==> config.mk <==
export PLATFORM = sky130hd
export DESIGN_NAME = rename_table
export DESIGN_NICKNAME = d
export VERILOG_FILES = /design/src/rtl/rn_pkg.sv /design/src/rtl/rn_class_decode.sv /design/src/rtl/rn_map_table.sv /design/src/rtl/rn_free_fifo.sv /design/src/rtl/rename_table.sv
export SDC_FILE = /design/constraint.sdc
export NUM_CORES = 1
export LEC_CHECK = 0
export BUFFER_PORTS_ARGS = -buffer_cell sky130_fd_sc_hd__buf_4
export CAP_MARGIN = 20
export CORE_UTILIZATION = 45
export CTS_CLUSTER_DIAMETER = 100
export CTS_CLUSTER_SIZE = 30
export DETAILED_ROUTE_END_ITERATION = 6
export SKIP_LAST_GASP = 1
export SLEW_MARGIN = 20
export SYNTH_ARGS = -nofsm -noshare
export SYNTH_HDL_FRONTEND = slang
export SYNTH_SLANG_ARGS = --single-unit
==> constraint.sdc <==
create_clock -name clk_i -period 2.9 [get_ports clk_i]
set_input_delay 0.58 -clock clk_i [delete_from_list [all_inputs] [get_ports clk_i]]
set_output_delay 0.58 -clock clk_i [all_outputs]
set_load 0.02 [all_outputs]
==> src/rtl/rn_pkg.sv <==
package rn_pkg;
  localparam int NCLS = 3;

  typedef enum logic [1:0] {
    OP_IDLE   = 2'd0,
    OP_RENAME = 2'd1,
    OP_LOOKUP = 2'd2,
    OP_SET    = 2'd3
  } rn_op_e;

  typedef enum logic [2:0] {
    CLS_INT  = 3'd0,
    CLS_FP   = 3'd1,
    CLS_CC   = 3'd2,
    CLS_MISC = 3'd3,
    CLS_NONE = 3'd4
  } rn_cls_e;
endpackage

==> src/rtl/rn_class_decode.sv <==
module rn_class_decode
  import rn_pkg::*;
#(
  parameter int INT_N  = 8,
  parameter int FP_N   = 8,
  parameter int CC_N   = 4,
  parameter int MISC_N = 4,
  parameter int A_W    = 5
) (
  input  logic [A_W-1:0] arch_i,
  output rn_cls_e        cls_o,
  output logic [A_W-1:0] rel_o
);
  localparam int FP_LO   = INT_N;
  localparam int CC_LO   = FP_LO + FP_N;
  localparam int MISC_LO = CC_LO + CC_N;
  localparam int END_IDX = MISC_LO + MISC_N;

  always_comb begin
    cls_o = CLS_NONE;
    rel_o = '0;
    if (int'(arch_i) < FP_LO) begin
      cls_o = CLS_INT;
      rel_o = arch_i;
    end else if (int'(arch_i) < CC_LO) begin
      cls_o = CLS_FP;
      rel_o = arch_i - A_W'(FP_LO);
    end else if (int'(arch_i) < MISC_LO) begin
      cls_o = CLS_CC;
      rel_o = arch_i - A_W'(CC_LO);
    end else if (int'(arch_i) < END_IDX) begin
      cls_o = CLS_MISC;
      rel_o = arch_i - A_W'(MISC_LO);
    end
  end
endmodule

==> src/rtl/rn_map_table.sv <==
module rn_map_table #(
  parameter int ARCH_N = 8,
  parameter int A_W    = 5,
  parameter int P_W    = 6,
  parameter int BASE   = 0,
  localparam int IW    = (ARCH_N > 1) ? $clog2(ARCH_N) : 1
) (
  input  logic           clk_i,
  input  logic           rst_ni,
  input  logic           we_i,
  input  logic [A_W-1:0] widx_i,
  input  logic [P_W-1:0] wdata_i,
  input  logic [A_W-1:0] ridx_i,
  output logic [P_W-1:0] rdata_o
);
  logic [P_W-1:0] map_q [ARCH_N];

  always_ff @(posedge clk_i or negedge rst_ni) begin
    if (!rst_ni) begin
      for (int i = 0; i < ARCH_N; i++) map_q[i] <= P_W'(BASE + i);
    end else if (we_i && (int'(widx_i) < ARCH_N)) begin
      map_q[widx_i[IW-1:0]] <= wdata_i;
    end
  end

  assign rdata_o = (int'(ridx_i) < ARCH_N) ? map_q[ridx_i[IW-1:0]] : '0;
endmodule

==> src/rtl/rn_free_fifo.sv <==
module rn_free_fifo #(
  parameter int DEPTH = 8,
  parameter int P_W   = 6,
  parameter int FIRST = 8,
  parameter int CW    = 4,
  localparam int PTR_W = (DEPTH > 1) ? $clog2(DEPTH) : 1
) (
  input  logic           clk_i,
  input  logic           rst_ni,
  input  logic           pop_i,
  input  logic           push_i,
  input  logic [P_W-1:0] push_data_i,
  output logic [P_W-1:0] head_o,
  output logic [CW-1:0]  count_o
);
  logic [P_W-1:0]   mem_q [DEPTH];
  logic [PTR_W-1:0] rd_q, wr_q;
  logic [CW-1:0]    cnt_q;
  logic             full, empty, do_pop, do_push;

  function automatic logic [PTR_W-1:0] nxt(input logic [PTR_W-1:0] p);
    return (p == PTR_W'(DEPTH - 1)) ? '0 : p + PTR_W'(1);
  endfunction

  assign full    = (cnt_q == CW'(DEPTH));
  assign empty   = (cnt_q == '0);
  assign do_pop  = pop_i && !empty;
  assign do_push = push_i && (!full || do_pop);

  always_ff @(posedge clk_i or negedge rst_ni) begin
    if (!rst_ni) begin
      for (int k = 0; k < DEPTH; k++) mem_q[k] <= P_W'(FIRST + k);
      rd_q  <= '0;
      wr_q  <= '0;
      cnt_q <= CW'(DEPTH);
    end else begin
      if (do_push) begin
        mem_q[wr_q] <= push_data_i;
        wr_q        <= nxt(wr_q);
      end
      if (do_pop) rd_q <= nxt(rd_q);
      case ({do_push, do_pop})
        2'b10:   cnt_q <= cnt_q + CW'(1);
        2'b01:   cnt_q <= cnt_q - CW'(1);
        default: cnt_q <= cnt_q;
      endcase
    end
  end

  assign head_o  = mem_q[rd_q];
  assign count_o = cnt_q;
endmodule

==> src/rtl/rename_table.sv <==
module rename_table
  import rn_pkg::*;
#(
  parameter int INT_ARCH  = 8,
  parameter int FP_ARCH   = 8,
  parameter int CC_ARCH   = 4,
  parameter int MISC_ARCH = 4,
  parameter int INT_PHYS  = 16,
  parameter int FP_PHYS   = 16,
  parameter int CC_PHYS   = 8,
  parameter int INT_ZERO  = 0,
  parameter int FP_ZERO   = FP_ARCH,
  parameter int CC_ZERO   = CC_ARCH,
  localparam int MISC_LO  = INT_ARCH + FP_ARCH + CC_ARCH,
  localparam int ARCH_TOT = MISC_LO + MISC_ARCH,
  localparam int FP_BASE  = INT_PHYS,
  localparam int CC_BASE  = INT_PHYS + FP_PHYS,
  localparam int PHYS_TOT = CC_BASE + CC_PHYS,
  localparam int A_W      = $clog2(ARCH_TOT),
  localparam int P_W      = $clog2(PHYS_TOT + MISC_ARCH),
  localparam int D_INT    = INT_PHYS - INT_ARCH,
  localparam int D_FP     = FP_PHYS - FP_ARCH,
  localparam int D_CC     = CC_PHYS - CC_ARCH,
  localparam int MAX_FREE = (D_INT > D_FP) ? ((D_INT > D_CC) ? D_INT : D_CC)
                                           : ((D_FP > D_CC) ? D_FP : D_CC),
  localparam int CW       = $clog2(MAX_FREE + 1)
) (
  input  logic           clk_i,
  input  logic           rst_ni,
  input  logic [1:0]     op_i,
  input  logic [A_W-1:0] arch_i,
  input  logic [P_W-1:0] phys_i,
  input  logic           rel_valid_i,
  input  logic [P_W-1:0] rel_phys_i,
  output logic           stall_o,
  output logic           rsp_valid_o,
  output logic [P_W-1:0] rsp_new_o,
  output logic [P_W-1:0] rsp_prev_o,
  output logic [CW-1:0]  free_cnt_o
);
  rn_op_e         op;
  rn_cls_e        cls;
  logic [A_W-1:0] rel;

  logic [NCLS-1:0] hit, zero_hit, set_ok, rel_hit, we, empty;
  logic [P_W-1:0]  cur_map [NCLS];
  logic [P_W-1:0]  head    [NCLS];
  logic [P_W-1:0]  wdata   [NCLS];
  logic [CW-1:0]   cnt     [NCLS];

  logic           norm, is_misc, is_ren, ren_zero, ren_go, stall;
  logic [P_W-1:0] cur_sel, head_sel, misc_phys;
  logic           empty_sel, zero_sel;

  logic           rsp_valid_q;
  logic [P_W-1:0] rsp_new_q, rsp_prev_q;

  assign op = rn_op_e'(op_i);

  rn_class_decode #(
    .INT_N(INT_ARCH), .FP_N(FP_ARCH), .CC_N(CC_ARCH), .MISC_N(MISC_ARCH), .A_W(A_W)
  ) u_dec (
    .arch_i(arch_i),
    .cls_o (cls),
    .rel_o (rel)
  );

  for (genvar g = 0; g < NCLS; g++) begin : g_cls
    localparam int ARCH_N = (g == 0) ? INT_ARCH : (g == 1) ? FP_ARCH : CC_ARCH;
    localparam int PHYS_N = (g == 0) ? INT_PHYS : (g == 1) ? FP_PHYS : CC_PHYS;
    localparam int BASE   = (g == 0) ? 0 : (g == 1) ? FP_BASE : CC_BASE;
    localparam int ZERO   = (g == 0) ? INT_ZERO : (g == 1) ? FP_ZERO : CC_ZERO;

    assign hit[g]      = (cls == rn_cls_e'(3'(g)));
    assign zero_hit[g] = hit[g] && (int'(rel) == ZERO);
    assign set_ok[g]   = (op == OP_SET) && hit[g] &&
                         (int'(phys_i) >= BASE) && (int'(phys_i) < BASE + PHYS_N);
    assign rel_hit[g]  = rel_valid_i &&
                         (int'(rel_phys_i) >= BASE) && (int'(rel_phys_i) < BASE + PHYS_N);
    assign we[g]       = (ren_go && hit[g]) || set_ok[g];
    assign wdata[g]    = ren_go ? head[g] : phys_i;
    assign empty[g]    = (cnt[g] == '0);

    rn_map_table #(
      .ARCH_N(ARCH_N), .A_W(A_W), .P_W(P_W), .BASE(BASE)
    ) u_map (
      .clk_i  (clk_i),
      .rst_ni (rst_ni),
      .we_i   (we[g]),
      .widx_i (rel),
      .wdata_i(wdata[g]),
      .ridx_i (rel),
      .rdata_o(cur_map[g])
    );

    rn_free_fifo #(
      .DEPTH(PHYS_N - ARCH_N), .P_W(P_W), .FIRST(BASE + ARCH_N), .CW(CW)
    ) u_free (
      .clk_i      (clk_i),
      .rst_ni     (rst_ni),
      .pop_i      (ren_go && hit[g]),
      .push_i     (rel_hit[g]),
      .push_data_i(rel_phys_i),
      .head_o     (head[g]),
      .count_o    (cnt[g])
    );
  end

  always_comb begin
    cur_sel   = '0;
    head_sel  = '0;
    empty_sel = 1'b0;
    zero_sel  = 1'b0;
    for (int g = 0; g < NCLS; g++) begin
      if (hit[g]) begin
        cur_sel   = cur_map[g];
        head_sel  = head[g];
        empty_sel = empty[g];
        zero_sel  = zero_hit[g];
      end
    end
  end

  assign norm      = |hit;
  assign is_misc   = (cls == CLS_MISC);
  assign misc_phys = P_W'(PHYS_TOT) + P_W'(rel);
  assign is_ren    = (op == OP_RENAME);
  assign ren_zero  = is_ren && norm && zero_sel;
  assign stall     = is_ren && norm && !zero_sel && empty_sel;
  assign ren_go    = is_ren && norm && !zero_sel && !empty_sel;

  always_ff @(posedge clk_i or negedge rst_ni) begin
    if (!rst_ni) begin
      rsp_valid_q <= 1'b0;
      rsp_new_q   <= '0;
      rsp_prev_q  <= '0;
    end else begin
      rsp_valid_q <= ((is_ren || op == OP_LOOKUP) && (norm || is_misc)) && !stall;
      if (is_misc) begin
        rsp_new_q  <= misc_phys;
        rsp_prev_q <= misc_phys;
      end else if (norm && (is_ren || op == OP_LOOKUP)) begin
        rsp_new_q  <= ren_go ? head_sel : cur_sel;
        rsp_prev_q <= cur_sel;
      end
    end
  end

  assign stall_o     = stall;
  assign rsp_valid_o = rsp_valid_q;
  assign rsp_new_o   = rsp_new_q;
  assign rsp_prev_o  = rsp_prev_q;
  assign free_cnt_o  = (cnt[0] < cnt[1]) ? cnt[0] : cnt[1];
endmodule

Word-level counts from Yosys, hierarchy flattened
Cells that the tools add are included.
Widths: inputs -> output; s select.
{ "word_totals": {"register_bits": 281, "out_inout_bits": 18, "inputBits": 22} }
{ "classes": {"n_eq_ne": 23, "reduce_logical": 67, "bitwise_logic": 8, "order_cmp": 30, "mux": 75, "n_addsub": 16} }
{ "ops": {"columns": ["operator", "n"], "rows": [
  ["$mux 6", 34],
  ["$bwmux 48", 4],
  ["$bmux 6 s3", 4],
  ["$demux 6 s3", 3],
  ["$bwmux 24", 2],
  ["$logic_and 1x1->1", 40],
  ["$bmux 6 s2", 2],
  ["$demux 6 s2", 2],
  ["$lt 6x6->1 const B", 4],
  ["$mux 3", 8],
  ["$pmux 4 s2", 3],
  ["$ge 4x4->1 const B", 5],
  ["$mux 5", 4],
  ["$not 3->4", 5],
  ["$lt 5x5->1 const B", 3],
  ["$eq 2x2->1 const B", 7],
  ["$add 3x1->3 const B", 4],
  ["$add 4x1->4 const B", 3],
  ["$eq 3x3->1 const B", 4],
  ["$ge 6x5->1 const B", 2],
  ["$ge 6x6->1 const B", 2],
  ["$logic_not 4->1", 3],
  ["$lt 4x1->1 const B", 3],
  ["$lt 6x5->1 const B", 2],
  ["27 further kinds", 66]
]} }

Logic depth before layout (Yosys ltp)
{ "logic_depth": {"ltp_word": 19, "ltp_mapped": 15} }

By module
From an unflattened synthesis, not the netlist that was laid out.
{ "hier_totals": {"hier_cells": 1071, "hier_area_um2": 14893.0} }
{ "modules_own_cells": {"columns": ["mod", "instances", "area_each_um2", "cells_each"], "rows": [
  ["rn_free_fifo at g_cls[1].u_free", 1, 2846.5, 182],
  ["rn_free_fifo at g_cls[0].u_free", 1, 2836.5, 184],
  ["rn_map_table at g_cls[1].u_map", 1, 2333.5, 163],
  ["rn_map_table at g_cls[0].u_map", 1, 2323.5, 163],
  ["rn_free_fifo at g_cls[2].u_free", 1, 1692.9, 118],
  ["rename_table", 1, 1640.3, 180],
  ["rn_map_table at g_cls[2].u_map", 1, 1137.3, 69],
  ["rn_class_decode", 1, 82.6, 12]
]} }

Worst setup path after synthesis
OpenSTA, ideal clock, no wires.
{ "synth_timing": {"path_kind": "input -> register", "from": "input arch_i[3]", "to": "register g_cls[0].u_map.map_q[30] in the netlist's numbering", "path_buffers": 5, "path_stages": 13, "path_slack_ns": -0.553, "t_required_ns": 2.775, "arrival_ns": 3.329, "cell_sequence": "buf_2 > buf_2 > inv_1 > and3_1 > clkbuf_1 > and2_1 > inv_1 > ha_1 > or4b_1 > clkbuf_1 > or4_1 > buf_2 > mux2_2"} }
{ "synth_via": {"elab_chain_cells": 16, "elab_cells_between_ends": 50, "cone_classes": "add/sub (3); order compare (7); eq/ne (4); mux (18); bitwise (1); reduce/logical (17)"} }
{ "synth_rtl": {"columns": ["element", "line", "source"], "rows": [
  ["start, declared", "rename_table.sv:31", "input logic [A_W-1:0] arch_i,"],
  ["$sub 5x5->5 or $lt 5x5->1 (tied branches)", "rn_class_decode.sv:33, rn_class_decode.sv:31", null],
  ["$mux 5 or $mux 3 (tied branches)", "rn_class_decode.sv:31", "end else if (int'(arch_i) < END_IDX) begin"],
  ["$mux 5 or $mux 3 (tied branches)", "rn_class_decode.sv:28", "end else if (int'(arch_i) < MISC_LO) begin"],
  ["$mux 5 or $mux 3 (tied branches)", "rn_class_decode.sv:25", "end else if (int'(arch_i) < CC_LO) begin"],
  ["$mux 5 or $mux 3 (tied branches)", "rn_class_decode.sv:22", "if (int'(arch_i) < FP_LO) begin"],
  ["$logic_not 5->1 or $logic_not 3->1 (tied branches)", "rename_table.sv:75, rename_table.sv:74", null],
  ["$logic_and 1x1->1", "rename_table.sv:75", "assign zero_hit[g] = hit[g] && (int'(rel) == ZERO);"],
  ["$mux 1 (3 in a row)", "rename_table.sv:115", "if (hit[g]) begin"],
  ["$logic_not 1->1", "rename_table.sv:130", "assign ren_go = is_ren && norm && !zero_sel && !empty_sel;"],
  ["$logic_and 1x1->1 (2 in a row)", "rename_table.sv:130", null],
  ["$logic_and 1x1->1", "rename_table.sv:80", "assign we[g] = (ren_go && hit[g]) || set_ok[g];"],
  ["$logic_or 1x1->1", "rename_table.sv:80", null],
  ["$logic_and 1x1->1", "rn_map_table.sv:21", "end else if (we_i && (int'(widx_i) < ARCH_N)) begin"],
  ["end signal, assigned by index", "rn_map_table.sv:22", "map_q[widx_i[IW-1:0]] <= wdata_i;"],
  ["end, declared", "rn_map_table.sv:16", "logic [P_W-1:0] map_q [ARCH_N];"]
]} }
Several ways; a longest one is shown, not always the timed one.
A chain may end at the register's enable or synchronous reset.

Final worst setup path
{ "layout_timing": {"from": "register g_cls[1].u_free.cnt_q[1]", "to": "output free_cnt_o[0]"} }
{ "layout_via": {"elab_chain_cells": 2} }
{ "layout_rtl": {"columns": ["element", "line", "source"], "rows": [
  ["start, declared", "rn_free_fifo.sv:18", "logic [CW-1:0] cnt_q;"],
  ["start signal, assigned", "rn_free_fifo.sv:35", "cnt_q <= CW'(DEPTH);"],
  ["start signal, assigned", "rn_free_fifo.sv:43", "2'b10: cnt_q <= cnt_q + CW'(1);"],
  ["start signal, assigned", "rn_free_fifo.sv:44", "2'b01: cnt_q <= cnt_q - CW'(1);"],
  ["$lt 4x4->1", "rename_table.sv:153", "assign free_cnt_o = (cnt[0] < cnt[1]) ? cnt[0] : cnt[1];"],
  ["$mux 4", "rename_table.sv:153", null],
  ["end, declared", "rename_table.sv:39", "output logic [CW-1:0] free_cnt_o"]
]} }
Every way passes these cells.

==> impl_metrics.ini <==
[run_status]
status = finished, final reports clean

[worst_setup_path]
path_max_fanout = 4
reg2reg_depth = 6
required_ns = 2.32
setup.worst_path.start_class = flop
cp_slowest_cell = dfrtp_1
critical_path_class = reg2out
arrival_ns = 2.24
end_kind = primary output
path_cells = inv_2, ha_4, a21boi_1, o21ai_1, nand2b_1, a21oi_2, buf_4, mux2i_1, buf_4
slowest_delay_ns = 0.42
cpMostUsedCell = buf_4

[routing]
totalWireLength_mm = 35.9
wl_met3_mm = 1.64
top_layer = met4
ant_nets = 0
drc = 0
wl_per_cell_um = 21.9
via_per_inst = 5.78
wl_met2_mm = 18.0
wl_met1_mm = 15.5
vias = 9464
drt_iter0_markers = 573
firstDrtPassIters = 7

[clocking]
cts_root_buf = clkbuf_16
tritoncts = built
cts_buffers = 14
cts_htree_levels = 1
cts_max_path_buffers = 3
clkSinkCount = 281
clkTransAtPathRegs_ns = 0.11
clk_latency_ns = 0.51
cts_hold_buf = 0

[pwr]
power_frac_seq_pct = 49.4
p_per_area_mw_per_mm2 = 741
swShare_pct = 32.1
p_switching_w = 0.00384
p_clk_share_pct = 20.4
power_frac_comb_pct = 30.2
intPower_w = 0.00812
p_leak_nw = 7.21
vdd_drop_max_v = 0.000556

[global_routing]
grt_usage_pct = 23.3
antenna_found_initial = 0
grt_pass1_vias = 9564
overflow = 0
grt_start_max_net_pins = 91
grt_pass1_wl_mm = 56.5

[timing]
slew_headroom_pct = 42.9
slew_violations = 0
worstMarginPinSlew_ns = 0.851
tns_ns = 0
setup_viol = 0
grt_setup_unrepaired = yes
period_share_pct = 97.4
fin_crit_ns = 2.82
skew_ns = 0.0218
fmax_ghz = 0.354
hold_viol = 0
timing.hold.ws_ns = 0.0817

[finish]
synthToLayoutAreaGrowth_pct = 15.1
nNetsFinal = 1286
fin_util_pct = 52.7
drive_above_1_share_pct = 45.9
diodes = 0
fillerInstances = 2652
multiInputGateArea_mm2 = 0.00657
regArea_mm2 = 0.00716

[synthesis]
syn_inst = 1115
avgSynthCellArea_um2 = 12.6
ys.flop_type = dfrtp_1
syn_nets = 1167
seq_area_frac_synth_pct = 51.0
synth-edff-count = 0
async_reset_ff_share_pct = 100
synthesis.area_mm2 = 0.0140
yosysWarnings = 0
ys_types = 77
synth_seq_cells = 281

[placed_design]
io_buffers = 39
gp_congestion = 0.906
dp_hpwl_mm = 26.0

[die]
io_pins = 40
die-area_mm2 = 0.0319
fp-row-count = 64
initial_utilization_pct = 45.8
die_x_um = 179
fp.dieH_um = 179
core_region_area_mm2 = 0.0307

[hold_path]
min_path_type = in2async

[flow_run]
maxCapViolCount = 0
[layer usage]
layer / GRT usage (%) / vias to the layer above
met2: 40.2 / 228
met4: 5.12 / 0
met1: 31.2 / 4873
li1: - / 4318
met3: 3.20 / 45
met5: 0 / -
[flip-flops by register name, summed over array words and instances, names as in the netlist]
register	count
g_cls.u_free.count_o	12
g_cls.u_free.mem_q	120
g_cls.u_free.rd_q	8
g_cls.u_free.wr_q	8
g_cls.u_map.map_q	120
rsp_new_o	6
rsp_prev_o	6
rsp_valid_o	1
[synth_stat cells, types with 5 or more instances]
master,number,area share (%)
a21o_1,5,0.27
a21oi_1,51,1.8
and2_1,15,0.67
buf_1,8,0.21
buf_2,18,0.64
clkbuf_1,37,0.99
dfrtp_1,178,32
dfstp_2,103,19
ha_1,28,2.5
inv_1,27,0.72
mux2_2,201,16
mux2i_1,23,1.6
mux4_2,30,4.8
nand2_1,36,0.96
nand2b_1,17,0.76
nand3_1,16,0.57
nand3b_1,9,0.48
nor2_1,50,1.3
nor2b_1,21,0.94
nor3_1,16,0.57
nor3_2,10,0.71
nor3b_1,13,0.70
nor4_1,5,0.22
o21a_1,11,0.59
o21ai_0,43,1.5
o21ai_1,8,0.29
o221ai_1,16,1.0
o22a_1,7,0.44
o22ai_1,12,0.53
or2_2,6,0.27
xor2_1,7,0.44
[final cells by class]
| cell class | instances | share of cell area (%) |
|---|---|---|
| Tap cell | 396 | 3.07 |
| Inverter | 27 | 0.643 |
| Sequential cell | 281 | 44.3 |
| Clock buffer | 18 | 2.39 |
| Multi-Input combinational cell | 743 | 40.7 |
| Clock inverter | 6 | 0.527 |
| Timing Repair Buffer | 167 | 8.35 |
[kinds of logic (layout without fill, tap and decap cells)]
logic type / count (synthesis) / in the layout / share of synthesized area [%]
AOI/OAI and AO/OA: 192 / 192 / 9.06
muxes: 258 / 258 / 22.9
buffers and inverters: 91 / 218 / 2.60
xor gates and xnor gates: 11 / 11 / 0.686
DFF: 281 / 281 / 51.0
adders and majority gates: 30 / 30 / 2.78
and+or+nand+nor: 252 / 252 / 11.0
[through the flow]
| stage | power [W] | cell area [um^2] | instances | worst slack, ns |
|---|---|---|---|---|
| after floorplan | 0.00822 | 14100 | 1115 | -0.166 |
| after global placement | 0.00939 | 15600 | 1611 | -0.0541 |
| after detailed placement | 0.00952 | 15600 | 1611 | -0.110 |
| after CTS | 0.0120 | 16100 | 1636 | 0.0207 |
| after global routing | 0.0126 | 16100 | 1638 | -0.0311 |
| final | 0.0120 | 16100 | 1638 | 0.0763 |
[what timing repair did]
action | 4_1_cts | 5_1_grt
endpoints found under the setup margin | 4 | 3
pin swaps | 1 | 3
endpoints found under the hold margin | 0 | 0
buffers inserted | 1 | 2
resized for setup | 4 | 4
[critical path: cells and delay by family, from the launching register on]
family | cells | cell delay (ns)
buf+inv | 3 | 0.42
flops | 1 | 0.42
mux | 1 | 0.21
fa+ha+maj | 1 | 0.20
simple gates | 1 | 0.08
compound gates | 3 | 0.41
[path summary, 6_finish.rpt]
path	from	end	slack, ns
worst max-delay path	g_cls[1].u_free.count_o[1]	free_cnt_o[0]	0.08
worst min-delay path	rst_ni	g_cls[0].u_map.map_q[41]	0.08
worst max register to register	g_cls[1].u_free.count_o[0]	g_cls[1].u_map.map_q[17]	0.20
worst min register to register	g_cls[2].u_free.mem_q[9]	g_cls[2].u_free.mem_q[9]	0.49
max in group asynchronous	rst_ni	g_cls[2].u_free.mem_q[11]	1.99
min in group clk_i	rel_phys_i[3]	g_cls[0].u_free.mem_q[27]	0.47
[layout by cell type (no fill, tap or decap), types with 17 or more instances in the layout]
master      n
a21oi_1    50
buf_4     159
dfrtp_1   177
dfstp_2   103
ha_1       26
inv_1      24
mux2_2    201
mux2i_1    23
mux4_2     30
nand2_1    36
nand2b_1   17
nor2_1     50
nor2b_1    21
o21ai_0    42
[power groups by stage]
stage | registers [W] | clock network [W] | logic (W)
after global placement | 0.00595 | 0 | 0.00344
final | 0.00590 | 0.00245 | 0.00361
after detailed placement | 0.00597 | 0 | 0.00354
after floorplan | 0.00563 | 0 | 0.00259
after global routing | 0.00605 | 0.00264 | 0.00394
after CTS | 0.00591 | 0.00253 | 0.00359
Note: power is estimated with default switching activity, not from simulation.
